<file path="config.mk">
export PLATFORM = sky130hd
export DESIGN_NAME = mbox_own_ctrl
export DESIGN_NICKNAME = d
export VERILOG_FILES = /design/src/rtl/mbox_pkg.sv /design/src/rtl/mbox_arbiter.sv /design/src/rtl/mbox_store.sv /design/src/rtl/mbox_own_ctrl.sv
export SDC_FILE = /design/constraint.sdc
export NUM_CORES = 1
export LEC_CHECK = 0
export BUFFER_PORTS_ARGS = -buffer_cell sky130_fd_sc_hd__buf_2
export CORE_MARGIN = 4
export CORE_UTILIZATION = 30
export CTS_CLUSTER_DIAMETER = 120
export CTS_CLUSTER_SIZE = 14
export DETAILED_ROUTE_END_ITERATION = 6
export SYNTH_ARGS = -nofsm -noshare
export SYNTH_HDL_FRONTEND = slang
export SYNTH_SLANG_ARGS = --single-unit
export TNS_END_PERCENT = 20
</file>
<file path="constraint.sdc">
create_clock -name clk -period 2.05 [get_ports clk]
set_clock_uncertainty 0.1 [all_clocks]
set_input_delay 0.205 -clock clk [delete_from_list [all_inputs] [get_ports clk]]
set_output_delay 0.205 -clock clk [all_outputs]
set_load 0.1 [all_outputs]
</file>
<file path="src/rtl/mbox_pkg.sv">
package mbox_pkg;

  typedef enum logic [1:0] {
    OWN_NONE = 2'd0,
    OWN_FW   = 2'd1,
    OWN_HOST = 2'd2,
    OWN_UNK  = 2'd3
  } owner_e;

  localparam int CTRL_BITS = 3;
  localparam int VALID_POS = 2;

  // Control word layout: owner in [1:0], valid in [2].
  function automatic logic [CTRL_BITS-1:0] pack_ctrl(input owner_e own, input logic vld);
    return {vld, own};
  endfunction

  function automatic logic legal_owner(input logic [1:0] fld);
    return fld != OWN_UNK;
  endfunction

  // Firmware relinquishes when it hands the mailbox to anyone else.
  function automatic logic is_release(input logic [1:0] fld);
    return (fld == OWN_NONE) || (fld == OWN_HOST);
  endfunction

endpackage

</file>
<file path="src/rtl/mbox_arbiter.sv">
module mbox_arbiter
  import mbox_pkg::*;
#(
  parameter int WORDS  = 8,
  parameter int ADDR_W = 4
) (
  input  logic                 clk,
  input  logic                 rst_n,
  input  logic                 h_wr,
  input  logic [ADDR_W-1:0]    h_addr,
  input  logic [CTRL_BITS-1:0] h_ctl,
  input  logic                 f_wr,
  input  logic [ADDR_W-1:0]    f_addr,
  input  logic [CTRL_BITS-1:0] f_ctl,
  input  logic                 h_claim,
  input  logic                 f_claim,
  output owner_e               owner_q,
  output logic                 valid_q,
  output logic                 h_data_we,
  output logic                 f_data_we,
  output logic                 h_busy_q,
  output logic                 f_busy_q,
  output logic                 msg_q,
  output logic                 irq_q
);

  localparam logic [ADDR_W-1:0] CTRL_ADDR = ADDR_W'(WORDS);

  logic h_is_data, h_is_ctl, f_is_data, f_is_ctl;
  logic h_own, f_own, h_ctl_ok, f_ctl_ok, h_rej, f_rej;
  logic handoff_ev, done_ev;
  owner_e owner_d;
  logic   valid_d;

  assign h_is_data = h_addr < CTRL_ADDR;
  assign h_is_ctl  = h_addr == CTRL_ADDR;
  assign f_is_data = f_addr < CTRL_ADDR;
  assign f_is_ctl  = f_addr == CTRL_ADDR;
  assign h_own     = owner_q == OWN_HOST;
  assign f_own     = owner_q == OWN_FW;

  assign h_data_we = h_wr & h_is_data & h_own;
  assign f_data_we = f_wr & f_is_data & f_own;
  assign h_ctl_ok  = h_wr & h_is_ctl & h_own & legal_owner(h_ctl[1:0]);
  assign f_ctl_ok  = f_wr & f_is_ctl & f_own & legal_owner(f_ctl[1:0]);
  assign h_rej     = h_wr & (h_is_data | h_is_ctl) & ~(h_data_we | h_ctl_ok);
  assign f_rej     = f_wr & (f_is_data | f_is_ctl) & ~(f_data_we | f_ctl_ok);

  assign handoff_ev = h_ctl_ok & (h_ctl[1:0] == OWN_FW) & h_ctl[VALID_POS];
  assign done_ev    = f_ctl_ok & is_release(f_ctl[1:0]);

  always_comb begin
    owner_d = owner_q;
    valid_d = valid_q;
    if (h_ctl_ok) begin
      owner_d = owner_e'(h_ctl[1:0]);
      valid_d = h_ctl[VALID_POS];
    end else if (f_ctl_ok) begin
      owner_d = owner_e'(f_ctl[1:0]);
      valid_d = done_ev ? 1'b0 : f_ctl[VALID_POS];
    end else if (owner_q == OWN_NONE) begin
      if (f_claim)      owner_d = OWN_FW;
      else if (h_claim) owner_d = OWN_HOST;
    end
  end

  always_ff @(posedge clk) begin
    if (!rst_n) begin
      owner_q  <= OWN_NONE;
      valid_q  <= 1'b0;
      h_busy_q <= 1'b0;
      f_busy_q <= 1'b0;
      msg_q    <= 1'b0;
      irq_q    <= 1'b0;
    end else begin
      owner_q  <= owner_d;
      valid_q  <= valid_d;
      h_busy_q <= h_rej;
      f_busy_q <= f_rej;
      msg_q    <= handoff_ev;
      irq_q    <= done_ev;
    end
  end

endmodule

</file>
<file path="src/rtl/mbox_store.sv">
module mbox_store #(
  parameter int WORDS  = 8,
  parameter int DATA_W = 64,
  parameter int ADDR_W = 4
) (
  input  logic              clk,
  input  logic              rst_n,
  input  logic              h_we,
  input  logic [ADDR_W-1:0] h_addr,
  input  logic [DATA_W-1:0] h_data,
  input  logic              f_we,
  input  logic [ADDR_W-1:0] f_addr,
  input  logic [DATA_W-1:0] f_data,
  output logic [DATA_W-1:0] word_q [WORDS]
);

  localparam int IDX_W = $clog2(WORDS);

  // Write enables are exclusive: only the single owner may write.
  for (genvar i = 0; i < WORDS; i++) begin : g_word
    logic hit_h, hit_f;
    assign hit_h = h_we && (h_addr[IDX_W-1:0] == IDX_W'(i));
    assign hit_f = f_we && (f_addr[IDX_W-1:0] == IDX_W'(i));
    always_ff @(posedge clk) begin
      if (!rst_n)     word_q[i] <= '0;
      else if (hit_h) word_q[i] <= h_data;
      else if (hit_f) word_q[i] <= f_data;
    end
  end

endmodule

</file>
<file path="src/rtl/mbox_own_ctrl.sv">
module mbox_own_ctrl
  import mbox_pkg::*;
#(
  parameter int WORDS  = 8,
  parameter int DATA_W = 64,
  parameter int ADDR_W = 4
) (
  input  logic              clk,
  input  logic              rst_n,
  input  logic              host_wr_en,
  input  logic [ADDR_W-1:0] host_wr_addr,
  input  logic [DATA_W-1:0] host_wr_data,
  input  logic              host_rd_en,
  input  logic [ADDR_W-1:0] host_rd_addr,
  output logic [DATA_W-1:0] host_rd_data,
  input  logic              fw_wr_en,
  input  logic [ADDR_W-1:0] fw_wr_addr,
  input  logic [DATA_W-1:0] fw_wr_data,
  input  logic              fw_rd_en,
  input  logic [ADDR_W-1:0] fw_rd_addr,
  output logic [DATA_W-1:0] fw_rd_data,
  output logic [1:0]        owner_out,
  output logic              valid_out,
  output logic              host_busy,
  output logic              fw_busy,
  output logic              fw_msg,
  output logic              host_irq
);

  localparam int IDX_W = $clog2(WORDS);
  localparam logic [ADDR_W-1:0] CTRL_ADDR = ADDR_W'(WORDS);

  owner_e            owner_q;
  logic              h_data_we, f_data_we;
  logic              h_claim, f_claim;
  logic [DATA_W-1:0] word_q [WORDS];
  logic [DATA_W-1:0] ctrl_word;

  assign h_claim = host_rd_en && (host_rd_addr == CTRL_ADDR);
  assign f_claim = fw_rd_en && (fw_rd_addr == CTRL_ADDR);

  mbox_arbiter #(.WORDS(WORDS), .ADDR_W(ADDR_W)) u_arb (
    .clk       (clk),
    .rst_n     (rst_n),
    .h_wr      (host_wr_en),
    .h_addr    (host_wr_addr),
    .h_ctl     (host_wr_data[CTRL_BITS-1:0]),
    .f_wr      (fw_wr_en),
    .f_addr    (fw_wr_addr),
    .f_ctl     (fw_wr_data[CTRL_BITS-1:0]),
    .h_claim   (h_claim),
    .f_claim   (f_claim),
    .owner_q   (owner_q),
    .valid_q   (valid_out),
    .h_data_we (h_data_we),
    .f_data_we (f_data_we),
    .h_busy_q  (host_busy),
    .f_busy_q  (fw_busy),
    .msg_q     (fw_msg),
    .irq_q     (host_irq)
  );

  mbox_store #(.WORDS(WORDS), .DATA_W(DATA_W), .ADDR_W(ADDR_W)) u_store (
    .clk    (clk),
    .rst_n  (rst_n),
    .h_we   (h_data_we),
    .h_addr (host_wr_addr),
    .h_data (host_wr_data),
    .f_we   (f_data_we),
    .f_addr (fw_wr_addr),
    .f_data (fw_wr_data),
    .word_q (word_q)
  );

  assign owner_out = owner_q;
  assign ctrl_word = DATA_W'(pack_ctrl(owner_q, valid_out));

  always_comb begin
    if (host_rd_addr < CTRL_ADDR)       host_rd_data = word_q[host_rd_addr[IDX_W-1:0]];
    else if (host_rd_addr == CTRL_ADDR) host_rd_data = ctrl_word;
    else                                host_rd_data = '0;
    if (fw_rd_addr < CTRL_ADDR)         fw_rd_data = word_q[fw_rd_addr[IDX_W-1:0]];
    else if (fw_rd_addr == CTRL_ADDR)   fw_rd_data = ctrl_word;
    else                                fw_rd_data = '0;
  end

endmodule

</file>
==> metrics.yaml, run 1 <==
outcome: "finished, violations left"
violations: "DRC, setup timing"
htree_levels: 2
post_drt_via_cell_ratio: 5.950
crit_fanout: 3
die_area_um2: 105000
first_global_vias: 29340
grt_overflow: 0
cp-start-kind: "flop"
critPathBufInv: 2
drv_slew: 0
yosys_warnings: 0
synth-seq-cells: 519
synth_nets: 3568
antenna_found_initial: 10
worstPathCellList: "mux4_2, a22oi_2, buf_4, nand2_4, buf_12"
gp_congestion: 0.8541
area_growth_pct: 36.89
nNetsFinal: 3930
numCtsBuffers: 43
yosys_most_used_dff: "dfxtp_1"
crit_slowest_cell: "mux4_2"
p_total_mw: 20.44
fp-row-count: 115
tritoncts: "built"
path_class: "reg2out"
synth-edff-count: 0
cts.clk_slew.worst_paths_ns: 0.08
place_ws_ns: -0.5415
power_leakage_nw: 13.50
crit_family: "multiplexers"
utilization_pct: 41.54
cts_max_path_buffers: 3
fmax_mhz: 424.6
vias: 30230
drv_cap: 0
arrival_ns: 2.05
coreArea_um2: 98710
power_density_nw_per_um2: 498.7
grt_max_degree: 136
drive_gt1_share_pct: 34.53
slew_headroom_pct: 47.16
numPortBuffers: 284
finalSetupViolations: 128
clk_latency_ns: 0.61
finalWorstSetupSlack_ns: -0.3054
cts_sinks: 519
yosysUniqueCellTypes: 58
ios: 285
start_util_pct: 30.34
grt_pass1_wl_mm: 194.6
dr.pass1.iters: 7
async_flop_share_pct: 0
syn_avg_cell_area_um2: 8.763
post-dp-hpwl_mm: 83.71
grt_setup_unrepaired: "true"
die_x_um: 324.0
tightest_slew_ns: 0.7926
cp.required_ns: 1.75
ir_drop_mv: 0.5218
hold_path.class: "in2reg"
critPathMaxStageDelay_ns: 0.52
track_usage_pct: 24.44
worstSetupEndpointType: "output pin"
cts-root-buf: "clkbuf_16"
hold_viol: 0
finalWirelength_mm: 132.1
synth_area_um2: 29950
fin_crit_ns: 2.355
post-route-period-util_pct: 114.9
drc: 4
die_h_um: 324.0
yosysSeqAreaShare_pct: 34.69
syn_inst: 3418
initialDrtViolationCount: 3640
ant_nets: 0
wire_per_inst_um: 25.99
==> what timing repair did <==
item                                    CTS  global route
pin swaps                                 6            11
setup buffers                             1             0
endpoints found under the setup margin  129           173
hold buffers                            134             0
hold endpoints to repair                515             0
gates resized for setup                 729            90
==> power by group <==
group | switching, mW | total, mW | internal, mW | leakage [nW]
logic | 1.48 | 2.41 | 0.935 | 8.66
registers | 0.0204 | 10.1 | 10.1 | 4.28
clock network | 4.07 | 7.92 | 3.85 | 0.564
total | 5.57 | 20.4 | 14.9 | 13.5
==> stage by stage <==
| stage | setup TNS (ns) | cells | instance area, um^2 | hold slack, ns |
|---|---|---|---|---|
| after floorplan | -0.9708 | 3418 | 30880 | 0.2368 |
| after global placement | -35.71 | 4904 | 35850 | 0.3442 |
| after detailed placement | -36.69 | 4904 | 35850 | 0.3511 |
| after CTS | -26.10 | 5072 | 40740 | 0.08110 |
| after global routing | -30.20 | 5075 | 40980 | 0.1134 |
| final | -22.86 | 5081 | 41000 | 0.09241 |
==> layer usage <==
layer  track usage [%]  wire, um  vias to the layer above
li1                  -         -                    13290
met1             32.89     53040                    14910
met2             38.50     60230                     1760
met3             6.152     14350                      272
met4             8.112      4421                        4
met5                 0        27                        -
==> cell families after synthesis <==
kind of cell	after synthesis	share of synthesized area, %
AO/OA/AOI/OAI	1155	21.67
buffers and inverters	407	5.978
flip-flops	519	34.69
multiplexers	408	24.33
AND/OR/NAND/NOR	929	13.33
==> registers in the layout, indices dropped and copies added, names as in the netlist <==
name / count
u_arb.f_busy_q: 1
u_arb.h_busy_q: 1
u_arb.irq_q: 1
u_arb.msg_q: 1
u_arb.owner_q: 2
u_arb.valid_q: 1
u_store.word_q: 512
==> final cells by class <==
| cell class | count | area (um^2) |
|---|---|---|
| fillers | 9411 | 57710 |
| multi-input cells | 2492 | 19410 |
| flip-flops and latches | 519 | 10640 |
| repair buffers | 720 | 8149 |
| well taps | 1287 | 1610 |
| clock buffers | 47 | 1112 |
| clock inverters | 3 | 41.29 |
| diodes | 9 | 22.52 |
| inverters | 4 | 15.01 |
==> worst register-to-register path, delay by kind of cell, from the launching register on <==
family	cells	cell delay [ns]
buffers and inverters	2	0.55
AND/OR/NAND/NOR	2	0.49
flip-flops	1	0.38
AO/OA/AOI/OAI	1	0.24
multiplexers	1	0.16
==> layout by cell type, fill, tap and decap left out, drive strengths merged, types with 134 or more instances in the layout <==
cell type | Yosys | final
dfxtp | 519 | 519
o21ai | 424 | 424
a31oi | 198 | 198
nor2 | 143 | 143
nand2 | 642 | 642
mux4 | 256 | 256
mux2i | 152 | 152
a21oi | 426 | 426
dlygate4sd3 | 0 | 134
buf | 185 | 586
==> cells in the mapped netlist (8+ instances only) <==
library cell / n / area share, %
nand2_1: 642 / 8.0
buf_6: 9 / 0.34
o221ai_1: 15 / 0.44
a221o_1: 58 / 1.9
buf_1: 32 / 0.40
a21oi_1: 426 / 7.1
o21ai_1: 8 / 0.13
buf_2: 141 / 2.4
mux2i_1: 152 / 5.1
clkbuf_1: 212 / 2.7
and2_1: 61 / 1.3
mux4_2: 256 / 19
a22oi_1: 8 / 0.20
nand3_1: 20 / 0.33
o21ai_0: 416 / 7.0
nor2_1: 142 / 1.8
dfxtp_1: 519 / 35
a31oi_1: 198 / 4.1
nand4_1: 9 / 0.19
==> worst paths after layout <==
kind / from / to / slack [ns] / depth (start not counted)
setup / recovery: u_store.word_q[258]$_SDFFE_PN0P_ / host_rd_data[2] / -0.31 / 5
hold / removal: host_wr_addr[0] / u_store.word_q[258]$_SDFFE_PN0P_ / 0.09 / 4
setup reg to reg: u_arb.owner_q[1]$_SDFFE_PN0P_ / u_store.word_q[65]$_SDFFE_PN0P_ / 0.03 / 6
hold reg to reg: u_store.word_q[341]$_SDFFE_PN0P_ / u_store.word_q[341]$_SDFFE_PN0P_ / 0.36 / 2
No activity file was read; power rests on OpenSTA's default activity.
==> run 2: changes to the inputs <==
--- a/config.mk
+++ b/config.mk
@@ -6,6 +6,7 @@
 export NUM_CORES = 1
 export LEC_CHECK = 0
 export BUFFER_PORTS_ARGS = -buffer_cell sky130_fd_sc_hd__buf_2
+export CORE_ASPECT_RATIO = 1.25
 export CORE_MARGIN = 4
 export CORE_UTILIZATION = 30
 export CTS_CLUSTER_DIAMETER = 120
==> metrics.yaml, run 2 (synthesis gave the netlist of run 1 again) <==
drive_gt1_share_pct: 34.99
switching_power_mw: 5.485
hold_viol: 0
worstSetupEndpointType: "output pin"
wire_per_inst_um: 25.39
drc: 0
fin_crit_ns: 2.355
coreArea_um2: 99100
cts.clk_slew.worst_paths_ns: 0.08
initialDrtViolationCount: 3295
grt_overflow: 0
final_cell_mix: "634 x nand2_1, 426 x a21oi_1, 365 x o21ai_0"
dr.pass1.iters: 6
fmax_mhz: 424.6
first_global_vias: 29810
cp.required_ns: 1.75
largest-register: "u_store.word_q"
fp-row-count: 129
cp-start-kind: "flop"
antenna_found_initial: 13
critPathBufInv: 2
largest_register_ffs: 512
path_class: "reg2out"
drv_cap: 0
ant_nets: 0
worstPathCellList: "mux4_2, mux2i_2, buf_4, nor2_4, buf_12"
tritoncts: "built"
reg.largest.list: "u_store.word_q x512, u_arb.owner_q x2"
tightest_slew_ns: 0.8584
track_usage_pct: 23.79
die_area_um2: 105000
die_h_um: 361.3
clkPwrFrac_pct: 38.8
finalSetupViolations: 136
nNetsFinal: 3957
post-route-period-util_pct: 114.9
crit_fanout: 3
gp_congestion: 0.8280
violations: "setup timing"
place_ws_ns: -0.3170
crit_family: "multiplexers"
crit_slowest_cell: "mux4_2"
start_util_pct: 30.22
post-dp-hpwl_mm: 84.77
hold_path.class: "in2reg"
finalWirelength_mm: 130.3
grt_setup_unrepaired: "true"
vias: 30020
clk_latency_ns: 0.60
area_growth_pct: 37.82
numCtsBuffers: 43
fin_hold_ws_ns: 0.07531
outcome: "finished, violations left"
arrival_ns: 2.05
pwr-share-seq_pct: 49.6
dp.cells: 4941
p_int_mw: 14.91
htree_levels: 2
critPathMaxStageDelay_ns: 0.47
final_common_cell: "nand2_1"
power_leakage_nw: 13.71
cts-root-buf: "clkbuf_16"
numPortBuffers: 284
cts_sinks: 519
cts_max_path_buffers: 3
ir_drop_mv: 0.5404
grt_max_degree: 182
slew_headroom_pct: 42.77
pwr-share-comb_pct: 11.6
ios: 285
post_drt_via_cell_ratio: 5.852
finalWorstSetupSlack_ns: -0.3053
drv_slew: 0
grt_pass1_wl_mm: 193.9
switching_share_pct: 26.90
power_density_nw_per_um2: 494.0
final_cells: 5130
die_x_um: 290.6
run 2: cell types whose count changed in the layout (fill, tap and decap cells not counted), sizes merged:
cell         previous run  this run
buf                   586       614
clkinv                  3         2
dlygate4sd3           134       133
inv                     4         3
diode                   9        10
run 2: path summary, 6_finish.rpt:
path                                    startpoint                               end  slack [ns]  cells past startpoint
setup / recovery  u_store.word_q[307]$_SDFFE_PN0P_                    fw_rd_data[51]       -0.31                      5
hold / removal                     host_wr_addr[3]         u_arb.h_busy_q$_SDFF_PN0_        0.08                      4
setup reg to reg     u_arb.owner_q[0]$_SDFFE_PN0P_   u_store.word_q[26]$_SDFFE_PN0P_       -0.02                      8
hold reg to reg   u_store.word_q[456]$_SDFFE_PN0P_  u_store.word_q[456]$_SDFFE_PN0P_        0.36                      2
run 2: routing by layer:
metal	track usage (%)	vias up	part of all wire [%]
li1	-	13310	-
met5	0	-	0.031
met3	5.341	315	9.1
met1	30.47	14850	39
met2	39.17	1541	47
met4	9.272	6	4.1
run 2: cell type report:
type / instances / area [um^2]
Clock buffer: 47 / 1134
Clock inverter: 1 / 16.27
Multi-Input combinational cell: 2492 / 19220
Sequential cell: 519 / 10630
Antenna cell: 10 / 25.02
Timing Repair Buffer: 747 / 8601
Fill cell: 9541 / 57820
Inverter: 4 / 15.01
Tap cell: 1310 / 1639
run 2: timing repair:
item / CTS / global route
setup buffers: 2 / 1
setup endpoints to repair: 346 / 336
hold endpoints to repair: 518 / 0
resized for setup: 673 / 148
cloned: 0 / 0
hold buffers: 133 / 0
pin swaps: 11 / 41
run 2: power groups by stage:
| stage | logic (mW) | clock network (mW) | registers (mW) |
|---|---|---|---|
| 2_1_floorplan | 1.19 | 0 | 10.4 |
| 3_3_place_gp | 2.07 | 0 | 10.3 |
| 3_5_place_dp | 2.08 | 0 | 10.3 |
| 4_1_cts | 2.34 | 8.00 | 10.1 |
| 5_1_grt | 2.53 | 8.34 | 10.1 |
| 6_report | 2.38 | 7.91 | 10.1 |
run 2: stage by stage:
stage	utilization [%]	power (mW)	cell area, um^2	setup TNS [ns]
finish	41.65	20.39	41280	-24.74
global route	41.63	20.97	41260	-37.05
CTS	41.41	20.45	41040	-28.53
detailed placement	36.63	12.43	36300	-29.62
global placement	36.63	12.42	36300	-24.47
floorplan	-	11.55	30880	-0.9708
run 2: worst min-delay path: cells and delay by family:
kind	cells	cell delay (ns)
AO/OA/AOI/OAI	1	0.25
buffers and inverters	2	0.23
AND/OR/NAND/NOR	1	0.04
